<file path="src/rtl/uart_mv_pkg.sv">
package uart_mv_pkg;
  parameter int unsigned OSR   = 16;
  localparam int unsigned OSR_W = $clog2(OSR);

  typedef enum logic [1:0] {
    RX_IDLE  = 2'd0,
    RX_START = 2'd1,
    RX_DATA  = 2'd2,
    RX_STOP  = 2'd3
  } rx_state_e;
endpackage

</file>
<file path="src/rtl/uart_mv_tick.sv">
module uart_mv_tick #(
  parameter int unsigned DIV_W = 8
) (
  input  logic             clk,
  input  logic             rst_n,
  input  logic [DIV_W-1:0] div,
  input  logic             hold,
  output logic             tick
);
  logic [DIV_W-1:0] cnt;

  always_ff @(posedge clk) begin
    if (!rst_n)           cnt <= '0;
    else if (hold)        cnt <= div;
    else if (cnt == '0)   cnt <= div;
    else                  cnt <= cnt - 1'b1;
  end

  assign tick = !hold && (cnt == '0);

  AST_TICK_GAP: assert property (@(posedge clk) disable iff (!rst_n)
    (tick && div != '0 && $stable(div)) |=> !tick);
endmodule

</file>
<file path="src/rtl/uart_mv_tx.sv">
module uart_mv_tx
  import uart_mv_pkg::*;
#(
  parameter int unsigned DW    = 8,
  parameter int unsigned DIV_W = 8
) (
  input  logic             clk,
  input  logic             rst_n,
  input  logic [DIV_W-1:0] div,
  input  logic [DW-1:0]    wdata,
  input  logic             wvalid,
  output logic             wready,
  output logic             txd,
  output logic             done
);
  localparam int unsigned BN_W = $clog2(DW + 2);

  logic             busy, pend, tick;
  logic [DW-1:0]    pend_data;
  logic [DW:0]      shreg;
  logic [BN_W-1:0]  bitn;
  logic [OSR_W-1:0] phase;
  logic             accept, bit_end, last;

  uart_mv_tick #(.DIV_W(DIV_W)) u_tick (
    .clk(clk), .rst_n(rst_n), .div(div), .hold(!busy), .tick(tick)
  );

  assign wready  = !pend;
  assign accept  = wvalid && wready;
  assign bit_end = tick && (phase == OSR_W'(OSR - 1));
  assign last    = (bitn == BN_W'(DW + 1));

  always_ff @(posedge clk) begin
    if (!rst_n) begin
      busy      <= 1'b0;
      pend      <= 1'b0;
      pend_data <= '0;
      shreg     <= '0;
      bitn      <= '0;
      phase     <= '0;
      txd       <= 1'b1;
      done      <= 1'b0;
    end else if (!busy) begin
      if (accept) begin
        busy  <= 1'b1;
        txd   <= 1'b0;
        shreg <= {1'b1, wdata};
        bitn  <= '0;
        phase <= '0;
        done  <= 1'b0;
      end
    end else begin
      if (bit_end)   phase <= '0;
      else if (tick) phase <= phase + 1'b1;
      if (accept) begin
        pend      <= 1'b1;
        pend_data <= wdata;
        done      <= 1'b0;
      end
      if (bit_end) begin
        if (last) begin
          if (pend) begin
            txd   <= 1'b0;
            shreg <= {1'b1, pend_data};
            pend  <= 1'b0;
            bitn  <= '0;
          end else if (accept) begin
            txd   <= 1'b0;
            shreg <= {1'b1, wdata};
            pend  <= 1'b0;
            bitn  <= '0;
          end else begin
            busy <= 1'b0;
            txd  <= 1'b1;
            done <= 1'b1;
          end
        end else begin
          txd   <= shreg[0];
          shreg <= {1'b1, shreg[DW:1]};
          bitn  <= bitn + 1'b1;
        end
      end
    end
  end

  AST_TX_LINE_IDLE: assert property (@(posedge clk) disable iff (!rst_n)
    !busy |-> txd);
  AST_TX_READY_IDLE: assert property (@(posedge clk) disable iff (!rst_n)
    !busy |-> wready);
  AST_TX_PEND_BUSY: assert property (@(posedge clk) disable iff (!rst_n)
    !wready |-> busy);
  AST_TX_DONE_IDLE: assert property (@(posedge clk) disable iff (!rst_n)
    done |-> !busy);
endmodule

</file>
<file path="src/rtl/uart_mv_rx.sv">
module uart_mv_rx
  import uart_mv_pkg::*;
#(
  parameter int unsigned DW    = 8,
  parameter int unsigned DIV_W = 8
) (
  input  logic             clk,
  input  logic             rst_n,
  input  logic [DIV_W-1:0] div,
  input  logic             rxd,
  output logic [DW-1:0]    data,
  output logic             valid,
  input  logic             ready,
  output logic             ferr,
  output logic             ovr,
  input  logic             stat_rd
);
  localparam int unsigned BN_W = (DW > 1) ? $clog2(DW) : 1;

  rx_state_e        state;
  logic             s1, s2, prev, tick;
  logic [1:0]       smp;
  logic [DW-1:0]    shreg;
  logic [BN_W-1:0]  bitn;
  logic [OSR_W-1:0] phase;
  logic             armed;
  logic             fall, decide, bit_end, vote, rd_fire;

  uart_mv_tick #(.DIV_W(DIV_W)) u_tick (
    .clk(clk), .rst_n(rst_n), .div(div), .hold(state == RX_IDLE), .tick(tick)
  );

  assign fall    = prev && !s2;
  assign decide  = tick && (phase == OSR_W'(OSR / 2 + 1));
  assign bit_end = tick && (phase == OSR_W'(OSR - 1));
  assign vote    = (smp[0] & smp[1]) | (smp[0] & s2) | (smp[1] & s2);
  assign rd_fire = valid && ready;

  always_ff @(posedge clk) begin
    if (!rst_n) begin
      s1 <= 1'b1; s2 <= 1'b1; prev <= 1'b1;
    end else begin
      s1 <= rxd; s2 <= s1; prev <= s2;
    end
  end

  always_ff @(posedge clk) begin
    if (!rst_n) begin
      state <= RX_IDLE;
      phase <= '0;
      bitn  <= '0;
      smp   <= '0;
      shreg <= '0;
      data  <= '0;
      valid <= 1'b0;
      ferr  <= 1'b0;
      ovr   <= 1'b0;
      armed <= 1'b0;
    end else begin
      if (stat_rd && ovr) armed <= 1'b1;
      if (rd_fire) begin
        valid <= 1'b0;
        ferr  <= 1'b0;
        if (armed) begin
          ovr   <= 1'b0;
          armed <= 1'b0;
        end
      end

      if (state == RX_IDLE) begin
        phase <= '0;
        if (fall) state <= RX_START;
      end else begin
        if (bit_end)   phase <= '0;
        else if (tick) phase <= phase + 1'b1;
        if (tick && phase == OSR_W'(OSR / 2 - 1)) smp[0] <= s2;
        if (tick && phase == OSR_W'(OSR / 2))     smp[1] <= s2;

        unique case (state)
          RX_START: begin
            if (decide && vote) state <= RX_IDLE;
            else if (bit_end) begin
              state <= RX_DATA;
              bitn  <= '0;
            end
          end
          RX_DATA: begin
            if (decide) shreg <= {vote, shreg[DW-1:1]};
            if (bit_end) begin
              if (bitn == BN_W'(DW - 1)) state <= RX_STOP;
              else                        bitn  <= bitn + 1'b1;
            end
          end
          RX_STOP: begin
            if (decide) begin
              data  <= shreg;
              valid <= 1'b1;
              ferr  <= !vote;
              if (valid && !rd_fire) ovr <= 1'b1;
              state <= RX_IDLE;
            end
          end
          default: state <= RX_IDLE;
        endcase
      end
    end
  end

  AST_FERR_WITH_DATA: assert property (@(posedge clk) disable iff (!rst_n)
    ferr |-> valid);
  AST_VALID_HOLD: assert property (@(posedge clk) disable iff (!rst_n)
    (valid && !ready) |=> valid);
  AST_OVR_RISE_VALID: assert property (@(posedge clk) disable iff (!rst_n)
    $rose(ovr) |-> valid);
  AST_OVR_CLEAR_READ: assert property (@(posedge clk) disable iff (!rst_n)
    $fell(ovr) |-> $past(ready && valid));
endmodule

</file>
<file path="src/rtl/uart_mv_top.sv">
module uart_mv_top #(
  parameter int unsigned DW    = 8,
  parameter int unsigned DIV_W = 8
) (
  input  logic             clk,
  input  logic             rst_n,
  input  logic [DIV_W-1:0] baud_div,
  input  logic [DW-1:0]    tx_data,
  input  logic             tx_valid,
  output logic             tx_ready,
  output logic             txd,
  output logic             tx_done,
  input  logic             rxd,
  output logic [DW-1:0]    rx_data,
  output logic             rx_valid,
  input  logic             rx_ready,
  output logic             rx_ferr,
  output logic             rx_ovr,
  input  logic             stat_rd,
  input  logic             gie,
  input  logic             ie_rx,
  input  logic             ie_txe,
  input  logic             ie_txd,
  output logic             irq_rx,
  output logic             irq_txe,
  output logic             irq_txd
);
  uart_mv_tx #(.DW(DW), .DIV_W(DIV_W)) u_tx (
    .clk(clk), .rst_n(rst_n), .div(baud_div),
    .wdata(tx_data), .wvalid(tx_valid), .wready(tx_ready),
    .txd(txd), .done(tx_done)
  );

  uart_mv_rx #(.DW(DW), .DIV_W(DIV_W)) u_rx (
    .clk(clk), .rst_n(rst_n), .div(baud_div), .rxd(rxd),
    .data(rx_data), .valid(rx_valid), .ready(rx_ready),
    .ferr(rx_ferr), .ovr(rx_ovr), .stat_rd(stat_rd)
  );

  assign irq_rx  = gie && ie_rx  && rx_valid;
  assign irq_txe = gie && ie_txe && tx_ready;
  assign irq_txd = gie && ie_txd && tx_done;

  AST_IRQ_RX_SRC: assert property (@(posedge clk) disable iff (!rst_n)
    (gie && ie_rx && $rose(rx_valid)) |-> irq_rx);
endmodule

</file>
<file path="config.mk">
export PLATFORM = sky130hd
export DESIGN_NAME = uart_mv_top
export DESIGN_NICKNAME = d
export VERILOG_FILES = /design/src/rtl/uart_mv_pkg.sv /design/src/rtl/uart_mv_tick.sv /design/src/rtl/uart_mv_tx.sv /design/src/rtl/uart_mv_rx.sv /design/src/rtl/uart_mv_top.sv
export SDC_FILE = /design/constraint.sdc
export NUM_CORES = 1
export LEC_CHECK = 0
export BUFFER_PORTS_ARGS = -buffer_cell sky130_fd_sc_hd__buf_2
export CELL_PAD_IN_SITES_DETAIL_PLACEMENT = 1
export CELL_PAD_IN_SITES_GLOBAL_PLACEMENT = 2
export CORE_MARGIN = 1.5
export CORE_UTILIZATION = 36
export CTS_BUF_LIST = sky130_fd_sc_hd__clkbuf_8 sky130_fd_sc_hd__clkbuf_16
export CTS_CLUSTER_SIZE = 12
export DETAILED_ROUTE_END_ITERATION = 8
export PLACE_DENSITY = 0.86
export REMOVE_ABC_BUFFERS = 1
export SYNTH_ARGS = -nofsm -noshare
export SYNTH_HDL_FRONTEND = slang
export SYNTH_HIERARCHICAL = 1
export SYNTH_SLANG_ARGS = --single-unit
</file>
<file path="constraint.sdc">
create_clock -name clk -period 2.75 [get_ports clk]
set_input_delay 0.275 -clock clk [delete_from_list [all_inputs] [get_ports clk]]
set_output_delay 0.275 -clock clk [all_outputs]
set_load 0.005 [all_outputs]
</file>
==> flow_metrics.env, run 1 <==
export IMPL_grt_util_met1_pct=22.08
export IMPL_clk_pin_slew_ns=0.09
export IMPL_fin_nets=507
export IMPL_grt_start_max_net_pins=21
export IMPL_die_x_um=106.0
export IMPL_synthFlopType="dfxtp_1"
export IMPL_wire_per_inst_um=15.19
export IMPL_min_path_type="primary input to flip-flop"
export IMPL_outcome="completed"
export IMPL_yosysTopAreaCellShare_pct=41.40
export IMPL_maxSlewViolCount=0
export IMPL_grt_pass1_wl_mm=15.89
export IMPL_first_pass_iters=4
export IMPL_synth_top_cells_by_area="dfxtp_1 41%, mux2i_1 7.1%, ha_1 5.2%"
export IMPL_synth_area_leader_cell="dfxtp_1"
export IMPL_insertion_delay_ns=0.35
export IMPL_track_usage_pct=17.36
export IMPL_critPathLaunchType="flip-flop"
export IMPL_fin_ws_ns=0.5281
export IMPL_cp_required_ns=3.03
export IMPL_cp_arrival_ns=2.51
export IMPL_ir_worst_vdd_v=0.0001839
export IMPL_synth_async_reset_ratio_pct=0
export IMPL_post_cts_resized=0
export IMPL_portBuffers=42
export IMPL_fmax_mhz=450.1
export IMPL_slew_headroom_pct=60.07
export IMPL_netlist_top_cells_count="79 x dfxtp_1, 43 x nor2_1, 34 x a21oi_1, 33 x nand2_1"
export IMPL_holdWs_ns=0.1395
export IMPL_first_iter_violations=80
export IMPL_cts_htree_levels=3
export IMPL_preCtsSetupSlack_ns=0.5209
export IMPL_cts_sinks=79
export IMPL_vias_per_cell=5.272
export IMPL_critPathKind="flip-flop to flip-flop"
export IMPL_cts_tree="done"
export IMPL_die_area_mm2=0.01124
export IMPL_hold_viol=0
export IMPL_rsz0062_at_grt="false"
export IMPL_synth_seq_cells=79
export IMPL_core_area_mm2=0.01032
export IMPL_dp_hpwl_mm=6.583
export IMPL_fin_area_mm2=0.004405
export IMPL_final_antenna_net_count=0
export IMPL_worst_path_max_fanout=11
export IMPL_p_leak_nw=1.771
export IMPL_setup_viol=0
export IMPL_syn_area_mm2=0.003820
export IMPL_start_util_pct=37.00
export IMPL_clockRootBuffer="clkbuf_8"
export IMPL_postCtsSetupBuffers=0
export IMPL_yosysWarnings=6
export IMPL_gp_congestion=0.7658
export IMPL_numCtsBuffers=9
export IMPL_antenna_found_initial=0
export IMPL_power_density_mw_per_mm2=571.2
export IMPL_overflow=0
export IMPL_drt_drc_violations_left=0
export IMPL_grt_util_met2_pct=30.15
export IMPL_vias=3195
export IMPL_period_minus_slack_ns=2.222
export IMPL_fp_dieH_um=106.0
export IMPL_drive_gt1_share_pct=18.30
export IMPL_yosysUniqueCellTypes=59
export IMPL_min_path_cells=2
export IMPL_area_growth_pct=15.33
export IMPL_drt_total_wl_mm=9.207
export IMPL_ys_seq_area_share_pct=41.40
export IMPL_n_antenna_cell=0
export IMPL_syn_mean_instance_area_um2=9.205
export IMPL_placed_area_mm2=0.004203
export IMPL_grt_use_met3_pct=3.127
export IMPL_endpoint_kind="flip-flop"
export IMPL_finalClockSkew_ns=0.01290
export IMPL_r2r_cells=8
export IMPL_grt_busiest_layer="met2"
export IMPL_num_rows=37
export IMPL_tightest_slew_ns=0.5982
export IMPL_synth_edf_count=0
export IMPL_cts_hold_repair_buffers=0
export IMPL_syn_instance_count=415
export IMPL_io_pins=43
export IMPL_grt_pass1_vias=3329
export IMPL_synth_most_common_cell="dfxtp_1"
export IMPL_p_total_mw=2.516
export IMPL_clockBufferDepth=2
export IMPL_final_setup_tns_ns=0
export IMPL_finalCritPeriodShare_pct=80.80
export IMPL_drv_cap=0
[metrics by stage]
stage	cells	utilization, %
finish	606	42.67
global route	606	42.67
detailed placement	590	40.71
CTS	606	42.67
global placement	590	40.71
floorplan	401	-
[worst max-delay path, stage by stage (launching register included)]
cell and delay (ns):
dfxtp_1 0.35, nor4_4 0.38, nand3_1 0.13, nor2_1 0.23, nand4b_4 0.19, nor3b_4 0.21
buf_4 0.24, mux2_2 0.35, nor2_1 0.08
[worst paths after layout]
| path | from | end | slack (ns) |
|---|---|---|---|
| hold / removal | rxd | u_rx/s1$_SDFF_PN1_ | 0.14 |
| setup / recovery | u_rx/u_tick/cnt[6]$_SDFF_PN0_ | u_rx/ferr$_SDFF_PN0_ | 0.53 |
| hold reg to reg | u_rx/s1$_SDFF_PN1_ | u_rx/s2$_SDFF_PN1_ | 0.42 |
| setup reg to reg | u_rx/u_tick/cnt[6]$_SDFF_PN0_ | u_rx/ferr$_SDFF_PN0_ | 0.53 |
[cell families after synthesis]
kind of cell / share of synthesized area, %
adder cells (fa/ha/maj): 5.503
AND/OR/NAND/NOR: 22.27
AO/OA/AOI/OAI: 16.44
XOR/XNOR: 2.751
multiplexers: 7.665
buffers and inverters: 3.963
flip-flops: 41.40
[cells in the final DEF, fill, tap and decap left out, types with 9 or more instances in the layout]
cell	instances
nand2b_1	13
dfxtp_1	79
buf_2	42
buf_4	11
nor3_1	10
nand2_1	33
a21oi_1	34
mux2i_1	27
inv_1	17
clkbuf_8	9
o21ai_0	14
nand3_1	27
nor2_1	43
ha_1	16
[flip-flops by register name, indices dropped and copies added (netlist names), 8 cells and up, named ones only]
register / cells
u_tx/u_tick/cnt: 8
u_rx/u_tick/cnt: 8
u_rx/shreg: 8
u_rx/data: 8
u_tx/pend_data: 8
u_tx/shreg: 9
[area by class of cell]
| cell class | instances | area [um2] |
|---|---|---|
| clock buffers | 9 | 123.9 |
| clock inverters | 7 | 78.83 |
| fillers | 1236 | 5918 |
| inverters | 19 | 71.32 |
| multi-input cells | 303 | 2087 |
| flip-flops and latches | 79 | 1582 |
| well taps | 136 | 170.2 |
| repair buffers | 53 | 292.8 |
[power by group]
part / internal (mW) / total [mW] / switching (mW) / leakage (nW)
Combinational: 0.153 / 0.367 / 0.214 / 1.02
Sequential: 1.20 / 1.24 / 0.0473 / 0.644
Clock: 0.431 / 0.907 / 0.476 / 0.105
Total: 1.78 / 2.52 / 0.736 / 1.77
[layer usage]
metal | vias to the layer above | part of all wire, %
li1 | 1573 | -
met2 | 41 | 49
met3 | 4 | 2.0
met4 | 0 | 0.65
met5 | - | 0
met1 | 1577 | 48
Note: power is estimated with default switching activity, not from simulation.
==> inputs of run 2 (changes only) <==
--- a/config.mk
+++ b/config.mk
@@ -9,11 +9,11 @@
 export CELL_PAD_IN_SITES_DETAIL_PLACEMENT = 1
 export CELL_PAD_IN_SITES_GLOBAL_PLACEMENT = 2
 export CORE_MARGIN = 1.5
-export CORE_UTILIZATION = 36
+export CORE_UTILIZATION = 33
 export CTS_BUF_LIST = sky130_fd_sc_hd__clkbuf_8 sky130_fd_sc_hd__clkbuf_16
 export CTS_CLUSTER_SIZE = 12
 export DETAILED_ROUTE_END_ITERATION = 8
-export PLACE_DENSITY = 0.86
+export PLACE_DENSITY = 0.83
 export REMOVE_ABC_BUFFERS = 1
 export SYNTH_ARGS = -nofsm -noshare
 export SYNTH_HDL_FRONTEND = slang
==> constraint.sdc (replaced) <==
create_clock -name clk -period 1.99 [get_ports clk]
set_input_delay 0.199 -clock clk [delete_from_list [all_inputs] [get_ports clk]]
set_output_delay 0.199 -clock clk [all_outputs]
set_load 0.005 [all_outputs]
==> flow_metrics.env, run 2 (synthesized netlist as in run 1, its figures left out) <==
export IMPL_largest_reg_flops=9
export IMPL_die_x_um=110.6
export IMPL_fp_dieH_um=110.6
export IMPL_finalClockSkew_ns=0.007006
export IMPL_timing_rr_end="u_rx/data[2]$_SDFFE_PN0P_"
export IMPL_period_minus_slack_ns=2.026
export IMPL_outcome="finished with violations"
export IMPL_portBuffers=42
export IMPL_vias_per_cell=5.163
export IMPL_p_clk_share_pct=43.2
export IMPL_first_pass_iters=4
export IMPL_min_path_cells=2
export IMPL_core_area_mm2=0.01137
export IMPL_crit_path_frequent_cell="nor2_1"
export IMPL_cp_required_ns=2.21
export IMPL_cts_htree_levels=3
export IMPL_finish_utilization_pct=42.64
export IMPL_critPathKind="flip-flop to flip-flop"
export IMPL_tightest_slew_ns=0.5262
export IMPL_die_area_mm2=0.01223
export IMPL_placed_area_mm2=0.004379
export IMPL_cts_sinks=79
export IMPL_start_util_pct=33.60
export IMPL_fin_ws_ns=-0.03585
export IMPL_cpPeakStageDelay_ns=0.38
export IMPL_gp_congestion=0.7656
export IMPL_worst_r2r_startpoint="u_rx/state[0]$_SDFFE_PN0P_"
export IMPL_regToRegSetupSlack_ns=-0.04
export IMPL_io_pins=43
export IMPL_num_rows=39
export IMPL_grt_pass1_vias=3318
export IMPL_power_density_mw_per_mm2=836.0
export IMPL_grt_pass1_wl_mm=16.15
export IMPL_top_register="u_tx/shreg"
export IMPL_first_iter_violations=108
export IMPL_mostFrequentLayoutCell="dfxtp_1"
export IMPL_dpl_cell_count=616
export IMPL_p_int_mw=2.999
export IMPL_cts_hold_repair_buffers=0
export IMPL_cp_slowest_cell="dfxtp_1"
export IMPL_cts_tree="done"
export IMPL_clk_pin_slew_ns=0.06
export IMPL_grt_start_max_net_pins=25
export IMPL_violations="negative setup slack"
export IMPL_r2r_cells=9
export IMPL_mostFrequentLayoutCells="75 x dfxtp_1, 42 x buf_2, 41 x nor2_1"
export IMPL_final_antenna_net_count=0
export IMPL_finalCritPeriodShare_pct=101.8
export IMPL_hp_start="rxd"
export IMPL_holdWs_ns=0.04162
export IMPL_cp_arrival_ns=2.24
export IMPL_wire_per_inst_um=15.32
export IMPL_fin_area_mm2=0.004848
export IMPL_n_antenna_cell=0
export IMPL_track_usage_pct=16.09
export IMPL_regArea_mm2=0.001587
export IMPL_p_total_mw=4.053
export IMPL_maxSlewViolCount=0
export IMPL_cp_cell_sequence="inv_1 -> ha_1 -> nor2_1 -> buf_4 -> nand4b_4 -> nor3b_4 -> buf_12 -> mux2i_1 -> nor2_1"
export IMPL_overflow=0
export IMPL_insertion_delay_ns=0.34
export IMPL_switching_power_mw=1.054
export IMPL_drive_gt1_share_pct=25.75
export IMPL_rsz0062_at_grt="true"
export IMPL_drt_total_wl_mm=9.804
export IMPL_fin_nets=534
export IMPL_fmax_mhz=493.6
export IMPL_p_leak_nw=1.973
export IMPL_dp_hpwl_mm=6.780
export IMPL_pwr_share_comb_pct=14.5
export IMPL_clockRootBuffer="clkbuf_16"
export IMPL_endpoint_kind="flip-flop"
export IMPL_whs_endpoint="u_rx/s1$_SDFF_PN1_"
export IMPL_p_seq_share_pct=42.3
export IMPL_fin_cells=640
export IMPL_worst_path_max_fanout=8
export IMPL_drv_cap=0
export IMPL_antenna_found_initial=0
export IMPL_min_path_type="primary input to flip-flop"
export IMPL_sw_frac_of_total_pct=26.01
export IMPL_clockBufferDepth=2
export IMPL_hold_viol=0
export IMPL_numCtsBuffers=9
export IMPL_critPathLaunchType="flip-flop"
export IMPL_drt_drc_violations_left=0
export IMPL_area_growth_pct=26.92
export IMPL_setup_viol=10
export IMPL_slew_headroom_pct=64.65
export IMPL_ir_worst_vdd_v=0.0004527
export IMPL_multi_input_area_mm2=0.002166
export IMPL_fill_cells=1329
export IMPL_vias=3304
[run 2: area by class of cell]
| cell class | count | share of cell area [%] |
|---|---|---|
| Multi-Input combinational cell | 303 | 44.67 |
| Sequential cell | 79 | 32.72 |
| Timing Repair Buffer | 80 | 10.97 |
| Clock buffer | 9 | 4.645 |
| Tap cell | 143 | 3.690 |
| Clock inverter | 7 | 1.832 |
| Inverter | 19 | 1.471 |
[run 2: worst max-delay path: cells and delay by family (launching register included)]
kind,cells,cell delay (ns)
AND/OR/NAND/NOR,4,0.67
buffers and inverters,3,0.44
flip-flops,1,0.38
adder cells (fa/ha/maj),1,0.23
multiplexers,1,0.18
[run 2: how the worst max path moves through the flow]
| stage | start | to | slack, ns | depth (start not counted) |
|---|---|---|---|---|
| after global routing | u_rx/u_tick/cnt[6]$_SDFF_PN0_ | u_rx/data[3]$_SDFFE_PN0P_ | -0.16 | 9 |
| after global placement | u_rx/u_tick/cnt[6]$_SDFF_PN0_ | u_rx/shreg[1]$_SDFFE_PN0P_ | 0.04 | 10 |
| after detailed placement | u_tx/u_tick/cnt[6]$_SDFF_PN0_ | u_tx/shreg[0]$_SDFFE_PN0P_ | 0.002 | 7 |
| after CTS | u_rx/u_tick/cnt[6]$_SDFF_PN0_ | u_rx/shreg[1]$_SDFFE_PN0P_ | -0.01 | 10 |
| final | u_rx/state[0]$_SDFFE_PN0P_ | u_rx/data[2]$_SDFFE_PN0P_ | -0.04 | 9 |
| after floorplan | u_rx/state[0]$_SDFFE_PN0P_ | u_rx/ferr$_SDFF_PN0_ | -0.58 | 7 |
[run 2: what timing repair did]
item                                    4_1_cts  5_1_grt
setup buffers                                 2        6
resized for setup                             2       23
endpoints found under the setup margin       19       35
pin swaps                                     4       13
[run 2: power by group through the flow]
stage / clock (mW) / sequential, mW / combinational (mW)
4_1_cts: 1.79 / 1.71 / 0.572
6_report: 1.75 / 1.71 / 0.587
5_1_grt: 1.87 / 1.72 / 0.648
3_5_place_dp: 0 / 1.75 / 0.558
2_1_floorplan: 0 / 1.74 / 0.353
3_3_place_gp: 0 / 1.74 / 0.539
[run 2: per-stage QoR]
step | setup slack (ns) | setup TNS [ns]
4_1_cts | -0.01347 | -0.02324
3_3_place_gp | 0.03665 | 0
2_1_floorplan | -0.5847 | -10.78
5_1_grt | -0.1555 | -2.794
6_report | -0.03585 | -0.2521
3_5_place_dp | 0.001705 | 0
[run 2: metal layers]
layer,up-vias,global-route usage (%),part of all wire (%)
met5,-,0,0
met2,50,27.12,50
li1,1621,-,-
met4,0,5.128,1.2
met1,1624,20.40,46
met3,9,3.622,3.0
